[src/rtl/seq_select_pkg.sv]
// Shared sizing for the sequential select decoder.
// Assumes the counter width is small (the line count is 2**width).
package seq_select_pkg;
    localparam int unsigned CNT_W   = 3;
    localparam int unsigned N_LINES = 1 << CNT_W;
endpackage

[src/rtl/seq_step_counter.sv]
// Free-running modulo-2**W binary counter with synchronous active-low reset.
// Also presents the state it will take at the next edge.
// Assumes the counter wraps naturally at 2**W.
module seq_step_counter #(
    parameter int unsigned W = 3
) (
    input  logic         clk,
    input  logic         rst_n,
    output logic [W-1:0] count,
    output logic [W-1:0] count_next
);
    // Next state: increment with natural wrap, or zero under reset.
    always_comb begin
        count_next = rst_n ? count + 1'b1 : '0;
    end

    // State register.
    always_ff @(posedge clk) begin
        count <= count_next;
    end
endmodule

[src/rtl/seq_line_decoder.sv]
// Combinational one-of-2**W decoder with active-low lines.
// All lines are high unless the gate is open.
// Assumes its output feeds a register, so hazards here are harmless.
module seq_line_decoder #(
    parameter int unsigned W = 3,
    localparam int unsigned N = 1 << W
) (
    input  logic [W-1:0] index,
    input  logic         gate_open,
    output logic [N-1:0] lines_n
);
    genvar k;
    generate
        for (k = 0; k < N; k++) begin : g_line
            localparam logic [W-1:0] K_IDX = k[W-1:0];
            // One comparator per line, gated.
            assign lines_n[k] = ~(gate_open && (index == K_IDX));
        end
    endgenerate
endmodule

[src/rtl/seq_select_reg.sv]
// Output register for the select lines. Loads the decoded next state.
// Under reset it holds line 0 active to match counter state 0.
// Assumes a synchronous active-low reset.
module seq_select_reg #(
    parameter int unsigned N = 8
) (
    input  logic         clk,
    input  logic         rst_n,
    input  logic [N-1:0] d_n,
    output logic [N-1:0] q_n
);
    localparam logic [N-1:0] RESET_LINES = ~{{(N-1){1'b0}}, 1'b1};

    // Capture the decoded lines, or line 0 active on reset.
    always_ff @(posedge clk) begin
        if (!rst_n) q_n <= RESET_LINES;
        else        q_n <= d_n;
    end
endmodule

[src/rtl/seq_select_decoder.sv]
// Counter-driven select decoder with registered, spike-free outputs.
// Decodes the counter's next state, so registered line k is low while
// the counter holds k. Assumes all inputs are synchronous to clk.
module seq_select_decoder
    import seq_select_pkg::*;
(
    input  logic               clk,
    input  logic               rst_n,
    input  logic               gate_hi,
    input  logic               gate_a_n,
    input  logic               gate_b_n,
    output logic [N_LINES-1:0] sel_n
);
    logic [CNT_W-1:0]   count;
    logic [CNT_W-1:0]   count_next;
    logic [N_LINES-1:0] decoded_n;
    logic               gate_open;

    // Combine the three gating inputs.
    always_comb begin
        gate_open = gate_hi && !gate_a_n && !gate_b_n;
    end

    seq_step_counter #(.W(CNT_W)) u_count (
        .clk        (clk),
        .rst_n      (rst_n),
        .count      (count),
        .count_next (count_next)
    );

    seq_line_decoder #(.W(CNT_W)) u_decode (
        .index     (count_next),
        .gate_open (gate_open),
        .lines_n   (decoded_n)
    );

    seq_select_reg #(.N(N_LINES)) u_out (
        .clk   (clk),
        .rst_n (rst_n),
        .d_n   (decoded_n),
        .q_n   (sel_n)
    );
endmodule

[config.mk]
export PLATFORM = sky130hd
export DESIGN_NAME = seq_select_decoder
export DESIGN_NICKNAME = d
export VERILOG_FILES = /design/src/rtl/seq_select_pkg.sv /design/src/rtl/seq_step_counter.sv /design/src/rtl/seq_line_decoder.sv /design/src/rtl/seq_select_reg.sv /design/src/rtl/seq_select_decoder.sv
export SDC_FILE = /design/constraint.sdc
export NUM_CORES = 1
export LEC_CHECK = 0
export ABC_CLOCK_PERIOD_IN_PS = 1450
export BUFFER_PORTS_ARGS = -buffer_cell sky130_fd_sc_hd__buf_2
export CAP_MARGIN = 20
export CORE_AREA = 2 2 39 41
export CTS_BUF_LIST = sky130_fd_sc_hd__clkbuf_4 sky130_fd_sc_hd__clkbuf_8
export DETAILED_ROUTE_END_ITERATION = 16
export DIE_AREA = 0 0 41 43
export PLACE_DENSITY = 0.45
export SKIP_LAST_GASP = 1
export SLEW_MARGIN = 20
export SYNTH_ARGS = -nofsm -noshare
export SYNTH_HDL_FRONTEND = slang
export SYNTH_SLANG_ARGS = --single-unit
[constraint.sdc]
create_clock -name clk -period 1.45 [get_ports clk]
set_input_delay 0.435 -clock clk [delete_from_list [all_inputs] [get_ports clk]]
set_output_delay 0.435 -clock clk [all_outputs]
set_load 0.01 [all_outputs]
# == After elaboration in Yosys (flattened, before gate mapping) ==
# Cells that the tools add are included.
# classes
addsub,1
n_eq_ne,7
mux,1
bitwise,8
n_reduce_logical,13
# ops
operator,n
3-bit equality test (second input constant),4
1-bit logical AND,10
1-bit inverter,8
3-bit by 2-bit equality test with 1-bit output (second input constant),2
3-bit by 1-bit adder with 3-bit output (second input constant),1
3-bit by 1-bit equality test with 1-bit output (second input constant),1
3-bit logical NOT,1
3-bit two-way mux,1
1-bit logical NOT,2
# word_totals
register_bits,11
inputBits,5
wordCells,32

# == Logic depth before layout (Yosys ltp) ==
# Gate-level depths: netlist (run 1).
# depth
depth_word,5
mapped_depth,5
depth_no_buf,4

# == Modules after synthesis ==
# Synthesis (run 1) repeated with hierarchy kept, for this count alone.
# hier_totals
cells_unflattened,33
hier_area_um2,399.1
# by_module_without_submodules
module,n_inst,cells_per_inst,area_each_um2,seq_area_each_um2
seq_select_reg,1,16,210.2,160.2
seq_step_counter,1,8,100.1,60.1
seq_line_decoder,1,8,76.3,0.0
seq_select_decoder,1,1,12.5,0.0

# == Worst setup path after synthesis (run 1) ==
# No wires, ideal clock.
# synth_timing
path_type,register to register
from,register u_count.count[0]
to,register u_out.q_n[6]
setup_ns,0.131
arrival_time_ns,1.049
required_ns,1.319
setup_slack_ns,0.270
path_stages_with_launch,6
period_less_slack_ns,1.180
path_cell_list,dfxtp_1 -> ha_1 -> xor2_1 -> and2_1 -> buf_4 -> nand4_1
# synth_via
elab_chain_cells,5
# synth_rtl
item,line_no,text
start: declaration,seq_step_counter.sv:9,"output logic [W-1:0] count,"
start signal: assignment,seq_step_counter.sv:19,count <= count_next;
3-bit by 1-bit adder with 3-bit output,seq_step_counter.sv:14,count_next = rst_n ? count + 1'b1 : '0;
3-bit two-way mux,seq_step_counter.sv:14,
net count_next[2],seq_select_decoder.sv:15,logic [CNT_W-1:0] count_next;
3-bit equality test,seq_line_decoder.sv:17,assign lines_n[k] = ~(gate_open && (index == K_IDX));
1-bit logical AND,seq_line_decoder.sv:17,
1-bit inverter,seq_line_decoder.sv:17,
end signal: assignment,seq_select_reg.sv:17,else q_n <= d_n;
end: declaration,seq_select_reg.sv:10,output logic [N-1:0] q_n
# The timed path passes the listed nets, and every way through them passes these cells.
# A chain may end at the register's enable or synchronous reset.

# == Worst setup path after layout (run 1) ==
# layout_timing
from,register u_count.count[0]
to,register u_out.q_n[4]
# layout_via
elab_chain_cells,5
# layout_rtl
item,line_no
3-bit by 1-bit adder with 3-bit output,seq_step_counter.sv:14
3-bit two-way mux,seq_step_counter.sv:14
3-bit equality test,seq_line_decoder.sv:17
1-bit logical AND,seq_line_decoder.sv:17
1-bit inverter,seq_line_decoder.sv:17
# Every way passes these cells.

==> results.toml, run 1 <==
[power_and_ir_drop]
p_int_uw = 458
total_power_uw = 583
p_leak_nw = 0.216
p_sw_uw = 125
p_comb_share_pct = 8.7
peakVddDrop_uv = 688
p_per_area_mw_per_mm2 = 1250
switching_share_pct = 21.4
pwr-share-clk_pct = 36.9
p_seq_share_pct = 54.4

[setup_path]
crit_path_start_kind = "flop"
worstPathArrival_ns = 1.42
path_max_fanout = 6
cp-end-kind = "flop"
crit_buf_inv = 0
worst_path_max_delay_cell = "dfxtp_1"
crit_chain = "ha_1 -> xor2_1 -> and2_1 -> nand4_1"
worstPathRequired_ns = 1.59
crit_type = "reg2reg"
cpLargestDelayFamily = "flip-flops"
slowest_delay_ns = 0.42

[grt]
grt_pass1_wl_um = 931
grt_max_degree = 7
grt_pass1_vias = 238
antenna_found_initial = 0
overflow = 0
grtUsageTotal_pct = 8.07

[timing]
finalSetupTns_ns = 0
slew_headroom_pct = 86.7
hold_ws_ns = 0.421
clock_skew_ns = 0.00272
fmax_mhz = 780
hold_violations = 0
tightest_slew_ns = 0.198
grt_setup_unrepaired = "no"
period_share_pct = 88.4
drv_slew = 0
min_period_ns = 1.28
setup_violations = 0

[clocking]
cts_resized = 0
clock_path_buffers = 2
ctsHoldBuffers = 0
tritoncts = "done"
numClockSinks = 11
cts_made_buffers = 3
clk_pin_slew_ns = 0.06
clockRootBuffer = "clkbuf_4"
cts_setup_buffers = 0
cts_max_level = 1
clk_latency_ns = 0.26

[detailed_routing]
drt-met1-wl_um = 252
drt_iter0_markers = 4
routed_wl_um = 568
avgViaCountPerCell = 4.05
num_vias = 263
ant_nets = 0
drc = 0
routed.top_layer = "met3"
drt_first_pass_iters = 3
dr_wl_met3_um = 75
dr_wl_met2_um = 240
wl_per_cell_um = 8.74

[placed_design]
place_congestion = 0.813
place.detailed.hpwl_um = 457
portBuffers = 12

[final_layout]
fin_nets = 56
drive_gt1_share_pct = 38.8
diodes = 0
synthToLayoutAreaGrowth_pct = 30.9
final_util_pct = 33.7

[die]
initial_core_util_pct = 25.8
rows = 14
core_region_area_sq_mm = 0.00138
die_h_um = 43
top_level_ports = 13
dieArea_sq_mm = 0.00176
die_x_um = 41

[synth]
syn_area_per_cell_sq_um = 10.8
ys_warn_count = 0
synth.distinct_cells = 14
syn_inst = 33
netlist_area_sq_um = 357
synth_nets = 39
synth-seq-cells = 11
ys_seq_area_share_pct = 61.8

[flow_run]
maxCapViolations = 0

[status]
status = "complete, no violations"

[hold_path]
worst_hold_path_type = "in2reg"
==> state kept, by name, summed over array words and instances (netlist names) <==
name / count
u_out.q_n: 8
u_count.count: 3
==> final timing paths <==
kind / from / endpoint / slack (ns) / cells after the start
hold reg to reg: u_count.count[0]$_DFF_P_ / u_out.q_n[6]$_SDFF_PN1_ / 0.47 / 1
setup / recovery: u_count.count[0]$_DFF_P_ / u_out.q_n[4]$_SDFF_PN1_ / 0.17 / 4
setup reg to reg: u_count.count[0]$_DFF_P_ / u_out.q_n[4]$_SDFF_PN1_ / 0.17 / 4
hold / removal: rst_n / u_out.q_n[0]$_SDFF_PN0_ / 0.42 / 3
==> area by class of cell <==
cell class,count,area [sq um]
fillers,152,917
flip-flops and latches,11,220
multi-input cells,17,114
repair buffers,13,67.6
clock buffers,4,30.0
well taps,16,20.0
inverters,4,15.0
==> kinds of logic after synthesis <==
group	share of synthesized area (%)
compound gates	1.76
xor+xnor	2.46
fa+ha+maj	3.51
buf+inv	6.32
flops	61.8
simple gates	24.2
==> per-layer routing <==
metal  up-vias  global-route usage, %
met1       114                   9.15
met4         0                   2.00
met3         0                   6.28
met2        12                   11.6
li1        137                      -
met5         -                      0
==> tightest hold or removal path: stages <==
cell and delay, ns:
buf_2 0.12, inv_1 0.05, a31oi_1 0.03
==> power by group through the flow <==
stage | registers, mW | clock network (mW) | logic, mW
after global routing | 0.319 | 0.239 | 0.0573
after floorplan | 0.325 | 0 | 0.0322
after detailed placement | 0.324 | 0 | 0.0503
after global placement | 0.325 | 0 | 0.0505
final | 0.317 | 0.215 | 0.0507
after CTS | 0.317 | 0.229 | 0.0506
==> cells in the final DEF (no fill, tap or decap) <==
cell type  instances
nand4_1            2
dfxtp_1           11
buf_4              1
ha_1               1
clkbuf_4           4
inv_1              4
nor3b_4            1
buf_2             12
nor2_1             2
a31oi_1            1
nand2b_1           1
nand3_1            3
nor2b_2            1
xor2_1             1
and2_1             1
nand2_1            3
==> cells in the mapped netlist (all sizes together) <==
cell type	count	share of area (%)
dfxtp	11	62
inv	4	4.2
nand2	3	3.2
nand3	3	4.2
nand4	2	3.5
nor2	2	2.1
a31oi	1	1.8
and2	1	1.8
buf	1	2.1
ha	1	3.5
nand2b	1	1.8
nor2b	1	2.5
nor3b	1	5.3
xor2	1	2.5
==> stage by stage <==
step	worst slack, ns	cells	instance area (sq um)
floorplan	0.270	33	357
detailed placement	0.195	61	437
global route	0.0428	65	467
finish	0.168	65	467
global placement	0.189	61	437
CTS	0.178	65	467
(Power assumes the default switching activity.)
==> run 2, diff against run 1 <==
--- a/config.mk
+++ b/config.mk
@@ -6,13 +6,12 @@
 export NUM_CORES = 1
 export LEC_CHECK = 0
 export ABC_CLOCK_PERIOD_IN_PS = 1450
-export BUFFER_PORTS_ARGS = -buffer_cell sky130_fd_sc_hd__buf_2
 export CAP_MARGIN = 20
 export CORE_AREA = 2 2 39 41
-export CTS_BUF_LIST = sky130_fd_sc_hd__clkbuf_4 sky130_fd_sc_hd__clkbuf_8
 export DETAILED_ROUTE_END_ITERATION = 16
 export DIE_AREA = 0 0 41 43
-export PLACE_DENSITY = 0.45
+export DONT_BUFFER_PORTS = 1
+export PLACE_DENSITY = 0.37
 export SKIP_LAST_GASP = 1
 export SLEW_MARGIN = 20
 export SYNTH_ARGS = -nofsm -noshare
==> run 2 against run 1 <==
  * Register-to-register slack worse by 0.02 ns
  * Critical path type unchanged
  * Sequential power about the same
  * Sequential share of layout area up 7.5 points
  * Wire length down 1.8%
  * Combinational power down 26%
  * Sequential cell count unchanged
==> results.toml, run 2 (synthesis results as in run 1) <==
[setup_path]
reg2regPathDepth = 4
worstPathRequired_ns = 1.59
cp-end-kind = "flop"
slowest_delay_ns = 0.42
worstPathArrival_ns = 1.44
cpLargestDelayFamily = "flip-flops"
crit_type = "reg2reg"
r2r_slack_ns = 0.15
worst_path_max_delay_cell = "dfxtp_1"
r2r-start = "u_count.count[0]$_DFF_P_"
crit_path_start_kind = "flop"
path_max_fanout = 6
crit_buf_inv = 0
crit_chain = "ha_1 -> xor2_1 -> and2_1 -> nand4_1"
rr_endpoint = "u_out.q_n[4]$_SDFF_PN1_"

[die]
rows = 14
core_region_area_sq_mm = 0.00138
die_h_um = 43
initial_core_util_pct = 25.8
die_x_um = 41
dieArea_sq_mm = 0.00176
top_level_ports = 13

[hold_path]
holdPathStages = 2
worstHoldStart = "rst_n"
hold_end = "u_out.q_n[0]$_SDFF_PN0_"
worst_hold_path_type = "in2reg"

[clocking]
clockRootBuffer = "clkbuf_4"
cts_resized = 0
cts_max_level = 1
clock_path_buffers = 2
cts_setup_buffers = 0
cts_made_buffers = 3
clk_latency_ns = 0.27
clk_pin_slew_ns = 0.07
ctsHoldBuffers = 0
tritoncts = "done"
numClockSinks = 11

[timing]
hold_violations = 0
fmax_mhz = 771
drv_slew = 0
clock_skew_ns = 0.00591
finalSetupTns_ns = 0
tightest_slew_ns = 0.200
setup_violations = 0
min_period_ns = 1.30
fin_ws_ns = 0.152
grt_setup_unrepaired = "no"
slew_headroom_pct = 86.6
period_share_pct = 89.5
hold_ws_ns = 0.281

[detailed_routing]
drt_first_pass_iters = 3
drc = 0
num_vias = 232
avgViaCountPerCell = 4.38
routed_wl_um = 558
drt_iter0_markers = 4
wl_per_cell_um = 10.5
ant_nets = 0

[final_layout]
largest_reg_flops = 8
regMostFlops = "u_out.q_n"
synthToLayoutAreaGrowth_pct = 13.0
drive_gt1_share_pct = 16.2
top_regs = "u_out.q_n x8, u_count.count x3"
final_common_cell = "dfxtp_1"
layout_common_cells = "dfxtp_1 (11), inv_1 (4), nand2_1 (3), nand3_1 (3), clkbuf_4 (3)"
fin_nets = 44
diodes = 0

[grt]
antenna_found_initial = 0
grtUsageTotal_pct = 7.21
grt_pass1_wl_um = 841
overflow = 0
grt_max_degree = 7
grt_pass1_vias = 211

[power_and_ir_drop]
peakVddDrop_uv = 407
p_per_area_mw_per_mm2 = 1390
p_leak_nw = 0.177

[status]
status = "complete, no violations"

[placed_design]
place_congestion = 0.707
place.detailed.hpwl_um = 447
dpl_worst_slack_ns = 0.151
portBuffers = 0

[flow_run]
maxCapViolations = 0
[run 2: worst max path at each step]
stage	cells past startpoint	end	slack (ns)	startpoint
after global routing	4	u_out.q_n[6]$_SDFF_PN1_	0.08	u_count.count[0]$_DFF_P_
final	4	u_out.q_n[4]$_SDFF_PN1_	0.15	u_count.count[0]$_DFF_P_
after floorplan	5	u_out.q_n[6]$_SDFF_PN1_	0.27	u_count.count[0]$_DFF_P_
after global placement	4	u_out.q_n[4]$_SDFF_PN1_	0.13	u_count.count[0]$_DFF_P_
after detailed placement	4	u_out.q_n[4]$_SDFF_PN1_	0.15	u_count.count[0]$_DFF_P_
after CTS	4	u_out.q_n[4]$_SDFF_PN1_	0.14	u_count.count[0]$_DFF_P_
[run 2: layer usage]
metal | share of wire [%] | track usage [%]
met1 | 41 | 8.31
met2 | 48 | 10.3
met3 | 8.8 | 3.66
met4 | 2.3 | 4.00
met5 | 0 | 0
[run 2: stage by stage]
| step | power (mW) | instances | utilization (%) | instance area, sq um |
|---|---|---|---|---|
| after detailed placement | 0.365 | 49 | 27.2 | 377 |
| final | 0.562 | 53 | 29.1 | 403 |
| after global placement | 0.364 | 49 | 27.2 | 377 |
| after floorplan | 0.357 | 33 | - | 357 |
| after global routing | 0.582 | 53 | 29.1 | 403 |
| after CTS | 0.564 | 53 | 29.1 | 403 |
[run 2: power breakdown]
group / switching, mW / total [mW] / leakage (nW) / internal [mW]
Sequential: 0.00749 / 0.320 / 0.0900 / 0.312
Combinational: 0.0222 / 0.0376 / 0.0722 / 0.0154
Clock: 0.0978 / 0.204 / 0.0150 / 0.106
[run 2: area by class of cell]
cell class | count | area (sq um)
fill | 146 | 981
sequential | 11 | 220
multi-input combinational | 17 | 114
clock buffer | 4 | 26.3
tap | 16 | 20.0
inverter | 4 | 15.0
timing repair buffer | 1 | 7.51
==> run 3, diff against run 2 <==
--- a/config.mk
+++ b/config.mk
@@ -5,7 +5,7 @@
 export SDC_FILE = /design/constraint.sdc
 export NUM_CORES = 1
 export LEC_CHECK = 0
-export ABC_CLOCK_PERIOD_IN_PS = 1450
+export ABC_CLOCK_PERIOD_IN_PS = 1300
 export CAP_MARGIN = 20
 export CORE_AREA = 2 2 39 41
 export DETAILED_ROUTE_END_ITERATION = 16
==> constraint.sdc (replaced) <==
create_clock -name clk -period 1.3 [get_ports clk]
set_input_delay 0.065 -clock clk [delete_from_list [all_inputs] [get_ports clk]]
set_output_delay 0.065 -clock clk [all_outputs]
set_load 0.01 [all_outputs]
==> run 3 against run 2 <==
  * Count of clock-buffer cells in the layout did not move
  * Via count increased by 6.9%
  * Cell count up 5.7%
  * Wire length grew 7.3%
  * Global-route usage is 1.6 points higher
  * Critical endpoint unchanged
==> results.toml, run 3 (synthesis results as in run 1) <==
[final_layout]
register_area_sq_um = 220
largest_reg_flops = 8
fill_cells = 152
fin_nets = 47
top_regs = "u_out.q_n x8, u_count.count x3"
final_cell_area_sq_um = 433
layout_common_cells = "dfxtp_1 (11), inv_1 (4)"
multi_input_area_sq_um = 114
synthToLayoutAreaGrowth_pct = 21.4
final_common_cell = "dfxtp_1"
fin_cells = 56
drive_gt1_share_pct = 15.0
regMostFlops = "u_out.q_n"
diodes = 0

[clocking]
clk_pin_slew_ns = 0.07
tritoncts = "done"
clockRootBuffer = "clkbuf_4"
cts_resized = 0
cts_max_level = 1
cts_made_buffers = 3
clk_latency_ns = 0.26
clock_path_buffers = 2
numClockSinks = 11

[power_and_ir_drop]
p_leak_nw = 0.189
p_per_area_mw_per_mm2 = 1470
peakVddDrop_uv = 288

[setup_path]
cpLargestDelayFamily = "simple AND/OR/NAND/NOR gates"
slowest_delay_ns = 0.32
worstSetupStartpoint = "u_count.count[0]$_DFF_P_"
r2r-start = "u_count.count[0]$_DFF_P_"
worstPathRequired_ns = 1.44
crit_chain = "ha_1 -> xor2_1 -> and2_1 -> nand4_1"
worst_path_max_delay_cell = "dfxtp_1"
crit_type = "reg2reg"
crit_buf_inv = 0
worstPathArrival_ns = 1.34
cp-end-kind = "flop"
crit_path_start_kind = "flop"
path_max_fanout = 5

[grt]
grt_pass1_wl_um = 986
grtUsageTotal_pct = 8.84
grt_max_degree = 7
overflow = 0
grt_pass1_vias = 241
antenna_found_initial = 0

[detailed_routing]
avgViaCountPerCell = 4.43
num_vias = 248
drc = 0
drt_iter0_markers = 5
ant_nets = 0
drt_first_pass_iters = 2
wl_per_cell_um = 10.7
routed_wl_um = 599

[placed_design]
place_congestion = 0.708
dpl_cell_area_sq_um = 377
dp_cells = 49
portBuffers = 0

[timing]
hold_violations = 0
slew_headroom_pct = 84.3
fmax_mhz = 835
period_share_pct = 92.1
drv_slew = 0
clock_skew_ns = 0.00308
setup_violations = 0
min_period_ns = 1.20
finalSetupTns_ns = 0
tightest_slew_ns = 0.235
grt_setup_unrepaired = "no"

[die]
core_region_area_sq_mm = 0.00138
initial_core_util_pct = 25.8
rows = 14
dieArea_sq_mm = 0.00176
die_h_um = 43
top_level_ports = 13
die_x_um = 41

[flow_run]
maxCapViolations = 0

[hold_path]
worst_hold_path_type = "in2reg"
worstHoldStart = "rst_n"

[status]
status = "complete, no violations"
[run 3: metal layers]
metal  wire [um]  GRT usage, %  share of wire, %  vias up
li1            -             -                 -      120
met1         239          9.32                40      118
met5           0             0                 0        -
met2         303          12.5                51       10
met3          55          5.24               9.2        0
met4           0          6.00                 0        0
[run 3: what timing repair did]
| item | 4_1_cts | 5_1_grt |
|---|---|---|
| endpoints found under the hold margin | 7 | 0 |
| buffers inserted | 0 | 0 |
| hold buffers | 3 | 0 |
| endpoints found under the setup margin | 0 | 0 |
[run 3: final timing paths]
check	cells after the start	slack, ns	to
setup / recovery	4	0.10	u_out.q_n[4]$_SDFF_PN1_
hold / removal	1	0.04	u_count.count[2]$_DFF_P_
setup reg to reg	4	0.10	u_out.q_n[4]$_SDFF_PN1_
hold reg to reg	2	0.54	u_out.q_n[2]$_SDFF_PN1_
[run 3: power by group]
part	internal (mW)	switching, mW	leakage, nW
registers	0.348	0.00627	0.0900
clock network	0.119	0.106	0.0150
logic	0.0242	0.0309	0.0844
total	0.491	0.144	0.189
[run 3: through the flow]
step | total power, mW | worst slack, ns | util [%] | hold slack [ns]
floorplan | 0.399 | 0.120 | - | 0.174
global placement | 0.408 | 0.128 | 27.2 | 0.184
detailed placement | 0.407 | 0.129 | 27.2 | 0.190
CTS | 0.643 | 0.0950 | 31.3 | 0.0315
global route | 0.662 | 0.0336 | 31.3 | 0.0358
finish | 0.635 | 0.103 | 31.3 | 0.0396
[run 3: layout make-up]
| cell class | count | area share [%] |
|---|---|---|
| clock buffer | 4 | 6.07 |
| timing repair buffer | 4 | 8.67 |
| sequential | 11 | 50.9 |
| inverter | 4 | 3.47 |
| tap | 16 | 4.62 |
| multi-input combinational | 17 | 26.3 |
